File: src/rtl/serial_byte_rx.sv
module serial_byte_rx #(
  parameter int BIT_CLKS = 8
) (
  input  logic       clk,
  input  logic       rst_n,
  input  logic       rx,
  input  logic       rd_clear,
  output logic [7:0] rd_data,
  output logic       rx_valid,
  output logic [7:0] status
);
  localparam int HALF = BIT_CLKS / 2;
  localparam int CW   = $clog2(BIT_CLKS + 1);
  localparam logic [CW-1:0] FULL_LD = CW'(BIT_CLKS - 1);
  localparam logic [CW-1:0] HALF_LD = CW'(HALF - 1);

  typedef enum logic [1:0] {S_IDLE, S_START, S_DATA, S_STOP} st_t;

  st_t           st;
  logic [2:0]    sync_q;
  logic [CW-1:0] tmr;
  logic [2:0]    bit_idx;
  logic [7:0]    shreg;

  wire line      = sync_q[1];
  wire fall      = !sync_q[1] && sync_q[2];
  wire tick      = (tmr == '0);
  wire byte_done = (st == S_STOP) && tick && line;

  always_ff @(posedge clk or negedge rst_n)
    if (!rst_n) sync_q <= 3'b111;
    else        sync_q <= {sync_q[1:0], rx};

  always_ff @(posedge clk or negedge rst_n) begin
    if (!rst_n) begin
      st      <= S_IDLE;
      tmr     <= '0;
      bit_idx <= '0;
      shreg   <= '0;
    end else begin
      case (st)
        S_IDLE: if (fall) begin
          st  <= S_START;
          tmr <= HALF_LD;
        end
        S_START: begin
          if (!tick) tmr <= tmr - 1'b1;
          else if (!line) begin
            st      <= S_DATA;
            tmr     <= FULL_LD;
            bit_idx <= '0;
          end else st <= S_IDLE;
        end
        S_DATA: begin
          if (!tick) tmr <= tmr - 1'b1;
          else begin
            shreg   <= {line, shreg[7:1]};
            tmr     <= FULL_LD;
            bit_idx <= bit_idx + 1'b1;
            if (bit_idx == 3'd7) st <= S_STOP;
          end
        end
        S_STOP: begin
          if (!tick) tmr <= tmr - 1'b1;
          else st <= S_IDLE;
        end
        default: st <= S_IDLE;
      endcase
    end
  end

  always_ff @(posedge clk or negedge rst_n) begin
    if (!rst_n) begin
      rd_data  <= '0;
      rx_valid <= 1'b0;
    end else begin
      if (byte_done) rd_data <= shreg;
      if (byte_done)     rx_valid <= 1'b1;
      else if (rd_clear) rx_valid <= 1'b0;
    end
  end

  assign status = {6'b0, rx_valid, 1'b0};
endmodule

File: config.mk
export PLATFORM = sky130hd
export DESIGN_NAME = serial_byte_rx
export DESIGN_NICKNAME = d
export VERILOG_FILES = /design/src/rtl/serial_byte_rx.sv
export SDC_FILE = /design/constraint.sdc
export NUM_CORES = 1
export LEC_CHECK = 0
export BUFFER_PORTS_ARGS = -buffer_cell sky130_fd_sc_hd__buf_2
export CORE_MARGIN = 3
export CORE_UTILIZATION = 49
export DETAILED_ROUTE_END_ITERATION = 8
export PLACE_DENSITY = 0.73
export SYNTH_ARGS = -nofsm -noshare
export SYNTH_HDL_FRONTEND = slang
export SYNTH_SLANG_ARGS = --single-unit
File: constraint.sdc
create_clock -name clk -period 1.6 [get_ports clk]
set_input_delay 0.32 -clock clk [delete_from_list [all_inputs] [get_ports clk]]
set_output_delay 0.32 -clock clk [all_outputs]
set_load 0.02 [all_outputs]
=== Yosys cells after proc, flatten, opt, wreduce, memory -nomap -nowiden ===
Cells that the tools add are included.

* Output and inout bits: 17
* Input port bits: 4
* Bits in registers: 29
* Word-level logic and storage cells: 52

* Mux-type cells: 19
* Add/sub/neg operators: 2
* Equality and inequality tests: 12
* Reduce and logical (&&, ||, !) cells: 12

{| class="wikitable"
|+ Operators by type and width
! cell !! number
|-
| two-way mux 4 bit || 5
|-
| one-hot mux 4 bit (4 select lines) || 1
|-
| inequality test 2 bit, second input constant || 7
|-
| two-way mux 2 bit || 6
|-
| two-way mux 3 bit || 3
|-
| one-hot mux 2 bit (4 select lines) || 1
|-
| one-hot mux 3 bit (2 select lines) || 1
|-
| AND reduction 5 bit || 1
|-
| equality test 2 bit, second input constant || 2
|-
| zero test 4 bit || 1
|-
| AND reduction 4 bit || 1
|-
| nonzero test 2 bit || 2
|-
| subtractor 4 x 1 -> 4 bit, second input constant || 1
|-
| adder 3 x 1 -> 3 bit, second input constant || 1
|-
| equality test 3 bit, second input constant || 1
|-
| logical AND 1 bit || 3
|-
| inequality test 3 bit, second input constant || 1
|-
| AND reduction 3 bit || 1
|-
| equality test 2 x 1 -> 1 bit, second input constant || 1
|-
| zero test 2 bit || 1
|-
| two-way mux 1 bit || 2
|-
| AND reduction 2 bit || 1
|-
| zero test 1 bit || 1
|}

=== Logic depth before layout (Yosys ltp) ===
* Depth in word-level cells: 4
* Depth in mapped cells: 6
* Gate-level depth less buffers: 6

=== Worst setup path after synthesis ===
OpenSTA, ideal clock, no wires.

* Kind: register to register
* Start point: register tmr[0]
* End point: register tmr[3]
* Stages on the path, launching flop included: 7
* Required time: 1.531 ns
* Setup slack: -0.073 ns
* Arrival: 1.604 ns
* Setup time: 0.069 ns
* Period minus slack after synthesis: 1.673 ns
* Path buffers: 0
* Cell sequence: dfrtp_1 > inv_1 > ha_1 > or3b_4 > a2bb2oi_2 > or4b_1 > nand3_1

* Word-level cells in the longest chain between the ends: 3
* Elaborated cells on any way between the ends: 9
* Classes of those cells: add/sub: 1; eq/ne: 2; mux: 4; reduce/logical: 2

{| class="wikitable"
|+ Ends and longest elaborated chain
! item !! line !! source
|-
| start, declared || 21 || <nowiki>logic [CW-1:0] tmr;</nowiki>
|-
| start signal, assigned || 47 || <nowiki>if (!tick) tmr <= tmr - 1'b1;</nowiki>
|-
| start signal, assigned || 55 || <nowiki>if (!tick) tmr <= tmr - 1'b1;</nowiki>
|-
| start signal, assigned || 64 || <nowiki>if (!tick) tmr <= tmr - 1'b1;</nowiki>
|-
| subtractor 4 x 1 -> 4 bit / zero test 4 bit (equally long branches) || n/a ||
|-
| two-way mux 4 bit (tied with other cells) || 64 ||
|-
| one-hot mux 4 bit (4 select lines) / AND reduction 3 bit (equally long branches) || n/a ||
|}

Several ways; a longest one is shown, not always the timed one. The select of a mux whose other input is x is not followed.
A chain may end at the register's enable or synchronous reset.

=== Final worst setup path ===
* Start point: register tmr[1]
* End point: register bit_idx[0]

* Word-level cells in the longest chain between the ends: 3
* Elaborated cells on any way between the ends: 4
* Classes of those cells: eq/ne: 2; reduce/logical: 2

{| class="wikitable"
|+ Ends and longest elaborated chain
! item !! line !! source
|-
| zero test 4 bit * || 27 || <nowiki>wire tick = (tmr == '0);</nowiki>
|-
| inequality test 2 bit (no source line) || n/a ||
|-
| AND reduction 4 bit (no source line) * || n/a ||
|-
| end signal, assigned || 59 || <nowiki>bit_idx <= bit_idx + 1'b1;</nowiki>
|-
| end, declared || 22 || <nowiki>logic [2:0] bit_idx;</nowiki>
|}

Mark *: on every way between the ends. The rest lies on a longest branch, timed or not.

==> metrics <==
Area Growth Syn to Fin=23.96%; die area=3486 sq um; Hold Path Class=in -> async; crit share post-route=104.2%; vias in the first global route=865; WP data required=1.81 ns; Final Slew Violations=0; Setup Crit Path Kind=reg -> reg; top-count cell post-synth=dfrtp_1; Via Count=909; placed instance area=1570 sq um; Mean Syn Cell Area=12.53 sq um; routability cong.=0.8309; number of library cell types mapped by synthesis=33; endpoints failing hold=0; post-route cell area=1709 sq um; Max-Cap Viols=0; pre-CTS WS=-0.06924 ns; I/O pin count=21; initial antenna violation count=0; register area share after synthesis=52.90%; Starting Density=53.70%; most common flop cell mapped by yosys=dfrtp_1; row count=18; top sig layer=met4; CTS Hold Bufs=0; clk root buf=clkbuf_4; Max Root-Sink Buffers=2; area leader, netlist=dfrtp_1; CTS tree=built; slack of the worst reg-to-reg path=-0.07 ns; Die Y=59.05 um; Fill cells=186; die width=59.05 um; Setup Fix Bufs, Post-CTS=0; final setup violation count=15; asr flop ratio synth=100.0%; number of synthesized flops with an enable pin=0; violated checks=negative setup slack; Arr. time, crit path=1.87 ns; FMAX=600.0 MHz; Max-slew headroom=58.32%; Max FO, Critical Path=5; drt pass-1 iters=4; H-tree Lvls=2; total gr overflow=0; final core occ=66.57%; Startpoint Class=flop; Routed WL per cell=13.96 um; Clock Skew=0.006005 ns; clock latency on the worst-skew pair=0.31 ns; Post-Syn Area=1379 sq um; TritonCTS buffer count=5; Post-DP HPWL=1.650 mm; Worst-Margin Slew=0.6251 ns; Total GRT Usage=15.48%; CTS clk-pin slew, worst paths=0.09 ns; first-pass GRT wire length=3.891 mm; met3 WL=101 um; pwr/cell area=1517 nW/um^2; I/O Buffers=13; synth top area cells=dfrtp_1 (47%), mux2_2 (14%), ha_1 (7.3%); WL final=2.360 mm; DRC marker count from the first detailed-route iteration=11; Yosys warnings=0; synth cell count leaders=dfrtp_1 (26), mux2_2 (17), buf_4 (8), ha_1 (8), inv_1 (6); share of layout cells above drive strength 1=44.60%; CTS Sinks=29; Antenna diodes=0; Post-Synthesis Cells=110; Final WS setup=-0.06680 ns; Post-route DRC=0; largest net degree at the start of global routing=30; status=complete, but fails checks; unrepaired setup endpoints after global routing=true; worst vdd ir=0.001181 V; number of routed nets with antenna violations=0; number of synthesized register bits=29; Met1 Wirelength=1.153 mm; total power=2.592 mW; Hold WS=0.01248 ns; Setup crit end kind=flop; met2 WL post-DR=1.067 mm; Synth top area share=47.19%; area of the core=2567 sq um; Nets=150; P_leak=0.8828 nW; crit path time final=1.667 ns; Vias per Instance=5.379
## worst max-delay path, stage by stage (launching register included)
cell,delay [ns]
dfrtp_1,0.40
inv_1,0.07
ha_2,0.18
or3b_4,0.42
a21oi_2,0.14
o21ai_2,0.09
mux2_4,0.26
## repair_timing
action                                 CTS  global route
endpoints found under the hold margin    0             0
setup endpoints to repair               20            25
gates resized for setup                  4            15
pin swaps                                2             3
## cell families (layout without fill, tap and decap cells)
group                      count (synthesis)  after routing  synth area share, %
AOI/OAI and AO/OA                         19             19                9.709
adders and majority gates                  8              8                7.260
DFF                                       29             29                52.90
muxes                                     18             18                14.61
buffers and inverters                     16             39                6.715
and+or+nand+nor                           19             19                8.531
other                                      1              7               0.2720
## metal layers
| layer | GRT usage (%) | vias up |
|---|---|---|
| li1 | - | 433 |
| met5 | 0 | - |
| met3 | 6.536 | 4 |
| met1 | 19.89 | 452 |
| met2 | 22.40 | 20 |
| met4 | 7.767 | 0 |
## power breakdown
part / leakage [nW] / internal, mW / switching, mW
registers: 0.384 / 0.853 / 0.117
clock network: 0.0455 / 0.373 / 0.242
logic: 0.454 / 0.531 / 0.477
## layout make-up
type / instances / area [sq um] / area share (%)
Sequential cell: 29 / 729.5 / 42.68
Clock inverter: 1 / 30.03 / 1.757
Timing Repair Buffer: 25 / 166.4 / 9.736
Tap cell: 30 / 37.54 / 2.196
Multi-Input combinational cell: 71 / 668.1 / 39.09
Inverter: 6 / 22.52 / 1.318
Clock buffer: 7 / 55.05 / 3.221
## flip-flops by register name, summed over array words and instances, names as in the netlist, named ones only
signal / cells
bit_idx: 3
rd_data: 8
rx_valid: 1
shreg: 8
st: 1
sync_q: 3
tmr: 4
## through the flow
stage,TNS (ns),std cells
2_1_floorplan,-0.02870,116
3_3_place_gp,-0.1057,162
3_5_place_dp,-0.5232,162
4_1_cts,-0.6265,170
5_1_grt,-1.784,169
6_report,-0.4717,169
## path summary, 6_finish.rpt
kind / startpoint / end / depth (start not counted)
worst max-delay path: tmr[1]$_DFFE_PN0P_ / bit_idx[0]$_DFFE_PN0P_ / 6
worst min-delay path: rst_n / tmr[3]$_DFFE_PN0P_ / 1
worst max register to register: tmr[1]$_DFFE_PN0P_ / bit_idx[0]$_DFFE_PN0P_ / 6
worst min register to register: sync_q[0]$_DFF_PN1_ / sync_q[1]$_DFF_PN1_ / 0
max in group asynchronous: rst_n / rd_data[6]$_DFFE_PN0P_ / 1
min in group clk: rx / sync_q[0]$_DFF_PN1_ / 1
## cells in the final DEF (no fill, tap or decap), drive strengths merged, types with 2 or more instances in the layout
cell	instances
nand2b	2
clkbuf	7
conb	7
dfrtp	26
a22o	2
inv	6
and2	2
mux2	17
nor2	3
o21a	2
ha	8
o211ai	2
buf	25
dfstp	3
nand3	3
a21oi	5
o21ai	3
(Power assumes the default switching activity.)
